--- src/rtl/vfu_pkg.sv ---
package vfu_pkg;
  typedef enum logic [1:0] {
    PH_IDLE = 2'd0,
    PH_EVEN = 2'd1,
    PH_ODD  = 2'd2
  } pair_phase_e;

  typedef enum logic [1:0] {
    BK_NONE  = 2'd0,
    BK_OPEN  = 2'd1,
    BK_CLOSE = 2'd2,
    BK_DATA  = 2'd3
  } byte_kind_e;

  localparam logic [7:0] CODE_OPEN_LO = 8'hEC;
  localparam logic [7:0] CODE_OPEN_HI = 8'hEE;
  localparam logic [7:0] CODE_CLOSE   = 8'hEF;
endpackage

--- src/rtl/vfu_byte_decode.sv ---
module vfu_byte_decode
  import vfu_pkg::*;
(
  input  logic       byte_vld,
  input  logic [7:0] byte_data,
  output byte_kind_e kind
);
  always_comb begin
    kind = BK_NONE;
    if (byte_vld) begin
      if (byte_data >= CODE_OPEN_LO && byte_data <= CODE_OPEN_HI) kind = BK_OPEN;
      else if (byte_data == CODE_CLOSE)                           kind = BK_CLOSE;
      else                                                        kind = BK_DATA;
    end
  end
endmodule

--- src/rtl/vfu_pair_tracker.sv ---
module vfu_pair_tracker
  import vfu_pkg::*;
#(
  parameter int HALF_W = 6
) (
  input  logic              clk,
  input  logic              rst_n,
  input  logic              clear,
  input  logic              xfer_start,
  input  byte_kind_e        kind,
  input  logic [HALF_W-1:0] half_in,
  output pair_phase_e       phase_o,
  output logic [HALF_W-1:0] low_o,
  output logic              pair_done
);
  pair_phase_e       phase_q, phase_d;
  logic [HALF_W-1:0] low_q, low_d;
  logic              low_en;
  logic              accept;

  assign accept = !clear && !xfer_start;

  always_comb begin
    phase_d   = phase_q;
    low_d     = low_q;
    low_en    = 1'b0;
    pair_done = 1'b0;
    if (clear || xfer_start) begin
      phase_d = PH_IDLE;
    end else begin
      unique case (kind)
        BK_OPEN: phase_d = PH_EVEN;
        BK_DATA: begin
          if (phase_q == PH_EVEN) begin
            low_d   = half_in;
            low_en  = 1'b1;
            phase_d = PH_ODD;
          end else if (phase_q == PH_ODD) begin
            pair_done = 1'b1;
            phase_d   = PH_EVEN;
          end
        end
        default: ;
      endcase
    end
  end

  always_ff @(posedge clk or negedge rst_n) begin
    if (!rst_n) phase_q <= PH_IDLE;
    else        phase_q <= phase_d;
  end

  always_ff @(posedge clk or negedge rst_n) begin
    if (!rst_n)      low_q <= '0;
    else if (low_en) low_q <= low_d;
  end

  assign phase_o = phase_q;
  assign low_o   = low_q;

  AST_IDLE_ON_XFER: assert property (@(posedge clk) disable iff (!rst_n)
    (xfer_start && !clear) |=> (phase_q == PH_IDLE));
  AST_ODD_AFTER_LOW: assert property (@(posedge clk) disable iff (!rst_n)
    (accept && kind == BK_DATA && phase_q == PH_EVEN) |=> (phase_q == PH_ODD));
endmodule

--- src/rtl/vfu_len_ctrl.sv ---
module vfu_len_ctrl
  import vfu_pkg::*;
#(
  parameter int DEPTH = 143,
  parameter int IDX_W = 8
) (
  input  logic             clk,
  input  logic             rst_n,
  input  logic             clear,
  input  logic             xfer_start,
  input  byte_kind_e       kind,
  input  pair_phase_e      phase,
  input  logic             pair_done,
  input  logic             ptr_wr,
  input  logic [IDX_W-1:0] ptr_wdata,
  output logic [IDX_W-1:0] len_o,
  output logic [IDX_W-1:0] ptr_o,
  output logic             wr_en,
  output logic [IDX_W-1:0] wr_idx
);
  localparam logic [IDX_W-1:0] DEPTH_L = IDX_W'(DEPTH);

  logic [IDX_W-1:0] len_q, len_d, ptr_q, ptr_d;
  logic             len_en, ptr_en, accept, has_room;

  assign accept   = !clear && !xfer_start;
  assign has_room = (len_q < DEPTH_L);

  always_comb begin
    len_d  = len_q;
    len_en = 1'b0;
    wr_en  = 1'b0;
    if (clear) begin
      len_d  = '0;
      len_en = 1'b1;
    end else if (accept) begin
      if (kind == BK_OPEN) begin
        len_d  = '0;
        len_en = 1'b1;
      end else if (kind == BK_CLOSE && phase == PH_ODD) begin
        len_d  = '0;
        len_en = 1'b1;
      end else if (pair_done && has_room) begin
        wr_en  = 1'b1;
        len_d  = len_q + 1'b1;
        len_en = 1'b1;
      end
    end
  end

  always_comb begin
    ptr_d  = ptr_q;
    ptr_en = 1'b0;
    if (clear) begin
      ptr_d  = '0;
      ptr_en = 1'b1;
    end else if (accept && kind == BK_CLOSE) begin
      ptr_d  = '0;
      ptr_en = 1'b1;
    end else if (ptr_wr) begin
      ptr_d  = ptr_wdata;
      ptr_en = 1'b1;
    end
  end

  always_ff @(posedge clk or negedge rst_n) begin
    if (!rst_n)      len_q <= '0;
    else if (len_en) len_q <= len_d;
  end

  always_ff @(posedge clk or negedge rst_n) begin
    if (!rst_n)      ptr_q <= '0;
    else if (ptr_en) ptr_q <= ptr_d;
  end

  assign wr_idx = len_q;
  assign len_o  = len_q;
  assign ptr_o  = ptr_q;

  AST_OPEN_ZEROES_LEN: assert property (@(posedge clk) disable iff (!rst_n)
    (accept && kind == BK_OPEN) |=> (len_q == '0));
  AST_CLOSE_HOMES_PTR: assert property (@(posedge clk) disable iff (!rst_n)
    (accept && kind == BK_CLOSE) |=> (ptr_q == '0));
  AST_LEN_CAP: assert property (@(posedge clk) disable iff (!rst_n)
    (len_q <= DEPTH_L));
  AST_FULL_HOLDS: assert property (@(posedge clk) disable iff (!rst_n)
    (len_q == DEPTH_L && pair_done) |=> (len_q == DEPTH_L));
  AST_CLEAR_ZERO: assert property (@(posedge clk) disable iff (!rst_n)
    clear |=> (len_q == '0 && ptr_q == '0));
endmodule

--- src/rtl/vfu_store.sv ---
module vfu_store #(
  parameter int DEPTH   = 143,
  parameter int ENTRY_W = 12,
  parameter int IDX_W   = 8
) (
  input  logic               clk,
  input  logic               rst_n,
  input  logic               clear,
  input  logic               wr_en,
  input  logic [IDX_W-1:0]   wr_idx,
  input  logic [ENTRY_W-1:0] wr_data,
  input  logic [IDX_W-1:0]   rd_idx,
  output logic [ENTRY_W-1:0] rd_data
);
  localparam logic [IDX_W-1:0] DEPTH_L = IDX_W'(DEPTH);

  logic [ENTRY_W-1:0] ent_view [DEPTH];

  for (genvar g = 0; g < DEPTH; g++) begin : g_ent
    logic [ENTRY_W-1:0] ent_q, ent_d;
    logic               ent_en;

    always_comb begin
      ent_en = 1'b0;
      ent_d  = ent_q;
      if (clear) begin
        ent_en = 1'b1;
        ent_d  = '0;
      end else if (wr_en && wr_idx == IDX_W'(g)) begin
        ent_en = 1'b1;
        ent_d  = wr_data;
      end
    end

    always_ff @(posedge clk or negedge rst_n) begin
      if (!rst_n)      ent_q <= '0;
      else if (ent_en) ent_q <= ent_d;
    end

    assign ent_view[g] = ent_q;
  end

  always_comb begin
    rd_data = '0;
    if (rd_idx < DEPTH_L) rd_data = ent_view[rd_idx];
  end

  AST_WR_IN_RANGE: assert property (@(posedge clk) disable iff (!rst_n)
    wr_en |-> (wr_idx < DEPTH_L));
  AST_CLEAR_WIPES: assert property (@(posedge clk) disable iff (!rst_n)
    clear |=> (ent_view[0] == '0 && ent_view[DEPTH-1] == '0));
endmodule

--- src/rtl/vfu_loader.sv ---
module vfu_loader
  import vfu_pkg::*;
#(
  parameter int DEPTH  = 143,
  parameter int HALF_W = 6,
  parameter int IDX_W  = 8
) (
  input  logic                clk,
  input  logic                rst_n,
  input  logic                clear,
  input  logic                xfer_start,
  input  logic                byte_vld,
  input  logic [7:0]          byte_data,
  input  logic                ptr_wr,
  input  logic [IDX_W-1:0]    ptr_wdata,
  input  logic [IDX_W-1:0]    rd_idx,
  output logic [2*HALF_W-1:0] rd_entry,
  output logic [IDX_W-1:0]    fmt_len,
  output logic [IDX_W-1:0]    fmt_ptr,
  output logic                vfu_ready
);
  localparam int ENTRY_W = 2 * HALF_W;

  byte_kind_e        kind;
  pair_phase_e       phase;
  logic [HALF_W-1:0] low_half;
  logic              pair_done, wr_en;
  logic [IDX_W-1:0]  wr_idx;

  vfu_byte_decode u_dec (
    .byte_vld (byte_vld),
    .byte_data(byte_data),
    .kind     (kind)
  );

  vfu_pair_tracker #(.HALF_W(HALF_W)) u_trk (
    .clk       (clk),
    .rst_n     (rst_n),
    .clear     (clear),
    .xfer_start(xfer_start),
    .kind      (kind),
    .half_in   (byte_data[HALF_W-1:0]),
    .phase_o   (phase),
    .low_o     (low_half),
    .pair_done (pair_done)
  );

  vfu_len_ctrl #(.DEPTH(DEPTH), .IDX_W(IDX_W)) u_len (
    .clk       (clk),
    .rst_n     (rst_n),
    .clear     (clear),
    .xfer_start(xfer_start),
    .kind      (kind),
    .phase     (phase),
    .pair_done (pair_done),
    .ptr_wr    (ptr_wr),
    .ptr_wdata (ptr_wdata),
    .len_o     (fmt_len),
    .ptr_o     (fmt_ptr),
    .wr_en     (wr_en),
    .wr_idx    (wr_idx)
  );

  vfu_store #(.DEPTH(DEPTH), .ENTRY_W(ENTRY_W), .IDX_W(IDX_W)) u_ram (
    .clk    (clk),
    .rst_n  (rst_n),
    .clear  (clear),
    .wr_en  (wr_en),
    .wr_idx (wr_idx),
    .wr_data({byte_data[HALF_W-1:0], low_half}),
    .rd_idx (rd_idx),
    .rd_data(rd_entry)
  );

  assign vfu_ready = (fmt_len != '0);

  AST_READY_FALLS: assert property (@(posedge clk) disable iff (!rst_n)
    clear |=> !vfu_ready);
endmodule

--- config.mk ---
export PLATFORM = sky130hd
export DESIGN_NAME = vfu_loader
export DESIGN_NICKNAME = d
export VERILOG_FILES = /design/src/rtl/vfu_pkg.sv /design/src/rtl/vfu_byte_decode.sv /design/src/rtl/vfu_pair_tracker.sv /design/src/rtl/vfu_len_ctrl.sv /design/src/rtl/vfu_store.sv /design/src/rtl/vfu_loader.sv
export SDC_FILE = /design/constraint.sdc
export NUM_CORES = 2
export LEC_CHECK = 0
export ABC_AREA = 1
export BUFFER_PORTS_ARGS = -buffer_cell sky130_fd_sc_hd__buf_2
export CAP_MARGIN = 20
export CORE_MARGIN = 2
export CORE_UTILIZATION = 40
export DETAILED_ROUTE_END_ITERATION = 7
export PLACE_DENSITY = 0.58
export SYNTH_ARGS = -nofsm -noshare
export SYNTH_HDL_FRONTEND = slang
export SYNTH_HIERARCHICAL = 1
export SYNTH_SLANG_ARGS = --single-unit
export TNS_END_PERCENT = 50
--- constraint.sdc ---
create_clock -name clk -period 3.4 [get_ports clk]
set_input_delay 0.17 -clock clk [delete_from_list [all_inputs] [get_ports clk]]
set_output_delay 0.17 -clock clk [all_outputs]
set_load 0.01 [all_outputs]
== Yosys cells after proc, flatten, opt, wreduce, memory -nomap -nowiden ==
Cells that the tools add are included.

* Bitwise gates (word level): 2
* Add/sub/neg operators: 1
* Order comparisons: 5
* Multiplexer cells: 610
* Reductions and logical operators: 447
* Eq/ne operators: 149

{| class="wikitable"
|+ Operators by type and width
! cell !! count
|-
| two-way mux 12 bit || 289
|-
| equality test 8 x 7 -> 1 bit (second input constant) || 64
|-
| two-way mux 1 bit || 306
|-
| AND reduction 2 bit || 145
|-
| nonzero test 2 bit || 144
|-
| equality test 8 x 6 -> 1 bit (second input constant) || 32
|-
| logical AND 1 bit || 148
|-
| equality test 8 x 5 -> 1 bit (second input constant) || 16
|-
| equality test 8 bit (second input constant) || 16
|-
| binary-select mux 12 bit (select 8 bit) || 1
|-
| equality test 8 x 4 -> 1 bit (second input constant) || 8
|-
| two-way mux 8 bit || 8
|-
| equality test 8 x 3 -> 1 bit (second input constant) || 4
|-
| equality test 8 x 2 -> 1 bit (second input constant) || 2
|-
| less-than comparator 8 bit (second input constant) || 2
|-
| two-way mux 2 bit || 5
|-
| >= comparator 9 bit (second input constant) || 1
|-
| inverter 8 -> 9 bit || 1
|-
| adder 8 x 1 -> 8 bit (second input constant) || 1
|-
| equality test 8 x 1 -> 1 bit (second input constant) || 1
|-
| >= comparator 8 bit (second input constant) || 1
|-
| less-or-equal comparator 8 bit (second input constant) || 1
|-
| zero test 8 bit || 1
|-
| nonzero test 8 bit || 1
|-
| other kinds (11) || 16
|}

* Register bits after elaboration: 1740

== Longest topological paths before layout ==
* Word-level depth: 17
* Gate-level depth with buffers: 19

== By module ==
The synthesis kept the hierarchy.

{| class="wikitable"
|+ Modules (own cells, without submodules)
! module !! instances !! area an instance (um^2) !! cells each !! sequential area each (um^2)
|-
| vfu_store || 1 || 79429.9 || 10180 || 42941.2
|-
| vfu_len_ctrl || 1 || 983.4 || 141 || 400.4
|-
| vfu_pair_tracker || 1 || 405.4 || 50 || 200.2
|-
| vfu_loader || 1 || 56.3 || 15 || 0.0
|-
| vfu_byte_decode || 1 || 52.6 || 14 || 0.0
|}

== Worst setup path after synthesis ==
No wires, ideal clock.

* Kind: input to register
* Start point: input byte_data[5]
* End point: register u_ram.g_ent[16].ent_q[10]
* Cell stages on the path: 16
* Library setup time: 0.133 ns
* Data arrival time: 2.507 ns
* Data required time: 3.267 ns
* Path slack: 0.760 ns
* Path through: inv_1 -> nor2_1 -> nand2_1 -> nor2_1 -> nor2_1 -> nand3_1 -> nor3_1 -> nand2_2 -> nor3_1 -> buf_2 -> inv_1 -> nor3_2 -> a21oi_1 -> clkbuf_1 -> nand2_1 -> o21ai_0

* Cells in the longest elaborated chain, start to end: 17
* Elaborated cells on any way between the ends: 24
* Classes of those cells: order compare (2); eq/ne (4); mux (12); reduce/logical (6)

{| class="wikitable"
|+ RTL lines
! element !! RTL line !! source
|-
| from (decl) || vfu_loader.sv:13 || <nowiki>input logic [7:0] byte_data,</nowiki>
|-
| >= comparator 8 bit, or another cell as far along || vfu_byte_decode.sv:11 || <nowiki>if (byte_data >= CODE_OPEN_LO && byte_data <= CODE_OPEN_HI) kind = BK_OPEN;</nowiki>
|-
| logical AND 1 bit / two-way mux 1 bit (equally long branches) || vfu_byte_decode.sv:11, vfu_byte_decode.sv:12 ||
|-
| two-way mux 2 bit (*) || vfu_byte_decode.sv:11 ||
|-
| two-way mux 2 bit (*) || vfu_byte_decode.sv:10 || <nowiki>if (byte_vld) begin</nowiki>
|-
| named net kind[0] || vfu_loader.sv:24 || <nowiki>byte_kind_e kind;</nowiki>
|-
| equality test 2 bit (*) || vfu_pair_tracker.sv:31 || <nowiki>unique case (kind)</nowiki>
|-
| two-way mux 1 bit (*) || vfu_pair_tracker.sv:31 ||
|-
| two-way mux 1 bit (*) || vfu_pair_tracker.sv:28 || <nowiki>if (clear || xfer_start) begin</nowiki>
|-
| named net pair_done || vfu_loader.sv:27 || <nowiki>logic pair_done, wr_en;</nowiki>
|-
| (+3 left out) || n/a ||
|-
| two-way mux 1 bit (*) || vfu_len_ctrl.sv:37 || <nowiki>if (kind == BK_OPEN) begin</nowiki>
|-
| two-way mux 1 bit (*) || vfu_len_ctrl.sv:36 || <nowiki>end else if (accept) begin</nowiki>
|-
| two-way mux 1 bit (*) || vfu_len_ctrl.sv:33 || <nowiki>if (clear) begin</nowiki>
|-
| named net wr_en || vfu_loader.sv:27 ||
|-
| logical AND 1 bit (*) || vfu_store.sv:29 || <nowiki>end else if (wr_en && wr_idx == IDX_W'(g)) begin</nowiki>
|-
| two-way mux 1 bit || vfu_store.sv:29 ||
|-
| two-way mux 1 bit || vfu_store.sv:26 || <nowiki>if (clear) begin</nowiki>
|-
| AND reduction 2 bit (no line) (*) || n/a ||
|-
| to (signal assigned) || vfu_store.sv:37 || <nowiki>else if (ent_en) ent_q <= ent_d;</nowiki>
|-
| to (decl) || vfu_store.sv:20 || <nowiki>logic [ENTRY_W-1:0] ent_q, ent_d;</nowiki>
|}

The timed path passes the listed nets; every way through them passes the cells marked *.
A chain may end at the register's enable or synchronous reset.

== Worst setup path in the final report ==
* Start point: register u_ram.g_ent[29].ent_q[6]
* End point: output rd_entry[6]

* Cells in the longest elaborated chain, start to end: 4

{| class="wikitable"
|+ RTL lines
! element !! RTL line !! source
|-
| from (decl) || vfu_store.sv:20 ||
|-
| from (signal assigned) || vfu_store.sv:37 ||
|-
| binary-select mux 12 bit (select 8 bit) || vfu_store.sv:45 || <nowiki>if (rd_idx < DEPTH_L) rd_data = ent_view[rd_idx];</nowiki>
|-
| two-way mux 12 bit (not written as such) (2 in series) || vfu_store.sv:45 ||
|-
| two-way mux 12 bit || vfu_store.sv:45 ||
|-
| to (decl) || vfu_loader.sv:17 || <nowiki>output logic [2*HALF_W-1:0] rd_entry,</nowiki>
|}

Every way passes these cells. The select of a mux whose other input is x is not followed.

==> impl_metrics.ini <==
[run_status]
status = completed

[route]
drt_pre_antenna_iters = 6
wirelength_um = 266600
viasPerCell = 5.358
wl_per_cell_um = 20.44
vias = 69875
drtAntennaViolNets = 0
drcViolationCount = 0
drt-initial-drc-count = 7205

[power]
switching_share = 0.2811
switchingPower_mw = 14.55
leakage_nw = 42.84
power.density_nw_per_um2 = 559.2
combinationalPowerShare = 0.130
p_clk_frac = 0.408
max-vdd-ir-drop_uv = 431.1
pwr-share-seq = 0.462
p_int_mw = 37.20

[sta]
post-route-period-util = 0.9759
fin_crit_ns = 3.318
tns_ns = 0
rsz0062_at_grt = true
fin_skew_ns = 0.03482
worstMarginPinSlew_ns = 1.094
finalHoldViolations = 0
slew_headroom = 0.2707
setup_viol_count_final = 0
slew_viol_final = 0
max_clock_freq_ghz = 0.3014
worst_slack_ns = 0.08198

[clock_tree]
h-tree-depth = 4
clk_pin_slew_ns = 0.06
numCtsBuffers = 187
clock-sinks = 1740
cts_setup_buffers = 0
cts_tree = done
clockBufferDepth = 3
clk_latency_ns = 0.85
clockRootBuffer = clkbuf_16

[final_layout]
layout.nets = 10252
final_area_sq_um = 92540
stdcell_count = 13042
fillers = 19627
layout-drive-gt1-share = 0.08324
areaGrowthSynthToFinish_pct = 14.34

[worst_hold_path]
hold_path_class = input port to asynchronous set/reset pin

[setup_path]
crit_type = flop to primary output
worst_ep_required_time_ns = 3.23
endpoint_kind = primary output
crit_path_max_fanout = 2
cp-start-kind = flop
arrival_ns = 3.15

[yosys]
synth_cell_types = 37
synth_common_cells = nand2_1, o21ai_0, dfrtp_1
syn-cell-area_sq_um = 80930
synthArstFlopShare = 1.000
ys.flop_type = dfrtp_1
ys_seq_area_frac = 0.5380
synth_top_area_frac = 0.5380
synth_fp_nets = 10431
yosys.area.top_type = dfrtp_1
synth_edf_count = 0
synth_area_leaders = dfrtp_1, nand2_1, o21ai_0
ys_warn_count = 6
syn-mean-instance-area_sq_um = 7.782
synth_most_common_cell = nand2_1
ys_ff_latch = 1740
netlist_instances = 10400

[placement]
gp_congestion = 0.9110
dp.cells = 12624
placed_cell_area_sq_um = 85030
post-place-ws_ns = 0.1745
port_buffers = 58
hpwl_um = 160100

[floorplanning]
dieArea_sq_um = 205900
coreArea_sq_um = 201700
fp.dieH_um = 453.8
rows = 165
start_util = 0.4012
ioPinCount = 59
die_w_um = 453.8

[global_routing]
grt_pass1_vias = 66441
gr-total-overflow = 0
antenna_found_initial = 2
grt.total_usage = 0.2584
grt_max_degree = 169
grt_pass1_wl_um = 412300

[flow_run]
drv_cap = 0
## routing by layer
metal,up-vias,global-route usage,routed length (um)
met1,33991,0.3599,117400
met5,-,0,11
met4,2,0.09557,9859
li1,32991,-,-
met2,2448,0.4098,121300
met3,443,0.03662,17980
## flip-flops by register name, indices dropped and copies added (netlist names)
register / flops
u_len/ptr_o: 8
u_ram/g_ent.ent_q: 1716
u_len/len_o: 8
u_trk/phase_o: 2
u_trk/low_o: 6
## cell usage in the layout (no fill, tap or decap), types with 16 or more instances in the layout
cell type	instances
a21oi_1	229
a21oi_2	51
a21oi_4	21
a22oi_1	21
buf_12	95
buf_2	53
buf_4	225
buf_8	26
clkbuf_1	38
clkbuf_16	190
clkbuf_8	47
clkinv_2	25
dfrtp_1	1740
dlygate4sd3_1	53
inv_1	603
nand2_1	3532
nand2_4	16
nand3_1	442
nand4_1	123
nor2_1	664
o211ai_1	31
o21ai_0	1917
o21ai_1	66
or2_2	16
## power by group through the flow
stage          sequential (mW)  clock [mW]  combinational, mW
2_1_floorplan             23.9           0               4.01
3_3_place_gp              24.1           0               6.46
3_5_place_dp              24.2           0               6.59
4_1_cts                   23.9        21.5               6.67
5_1_grt                   24.1        22.4               7.57
6_report                  23.9        21.1               6.74
## worst max-delay path, cell delays in order (launching register included)
cell and delay [ns]:
dfrtp_1 0.37, or2_2 0.29, nand2_1 0.06, nand2_1 0.06, nand2_1 0.14, nand2_1 0.10
inv_1 0.07, a21oi_1 0.06, nor2_1 0.29, nand2_1 0.26, nand3_1 0.33, nand2_1 0.13
buf_2 0.16
## what timing repair did
item	4_1_cts	5_1_grt
hold endpoints to repair	1196	0
setup endpoints to repair	0	562
hold buffers	54	0
resized for setup	0	27
## worst paths after layout
path,start,endpoint,slack (ns),cells after the start
setup / recovery,u_ram/g_ent[29].ent_q[6],rd_entry[6],0.08,12
hold / removal,rst_n,u_ram/g_ent[70].ent_q[1],0.04,3
setup reg to reg,u_len/len_o[0],u_ram/g_ent[81].ent_q[11],0.48,13
hold reg to reg,u_ram/g_ent[120].ent_q[9],u_ram/g_ent[120].ent_q[9],0.48,2
max in group asynchronous,rst_n,u_ram/g_ent[37].ent_q[3],2.32,4
min in group clk,byte_data[7],u_trk/phase_o[1],0.26,10
## per-stage QoR
stage,total power [mW],hold WS (ns),util
2_1_floorplan,27.96,-0.1256,-
3_3_place_gp,30.60,0.09034,0.4215
3_5_place_dp,30.80,0.09439,0.4216
4_1_cts,52.05,0.01980,0.4559
5_1_grt,54.07,0.06460,0.4587
6_report,51.75,0.03972,0.4588
## kinds of logic after synthesis
family	share of synthesized area
AOI/OAI and AO/OA	0.1519
adders and majority gates	0.0001546
buffers and inverters	0.07243
DFF	0.5380
and+or+nand+nor	0.2375
## layout make-up
cell class	instances	area, sq um	area share
Inverter	622	2364	0.02554
Sequential cell	1740	43540	0.4705
Timing Repair Buffer	458	4861	0.05253
Clock inverter	60	828.3	0.008951
Tap cell	2672	3343	0.03613
Multi-Input combinational cell	7212	32050	0.3463
Clock buffer	275	5544	0.05991
Antenna cell	3	7.507	0.00008113
No activity file was read; power rests on OpenSTA's default activity.
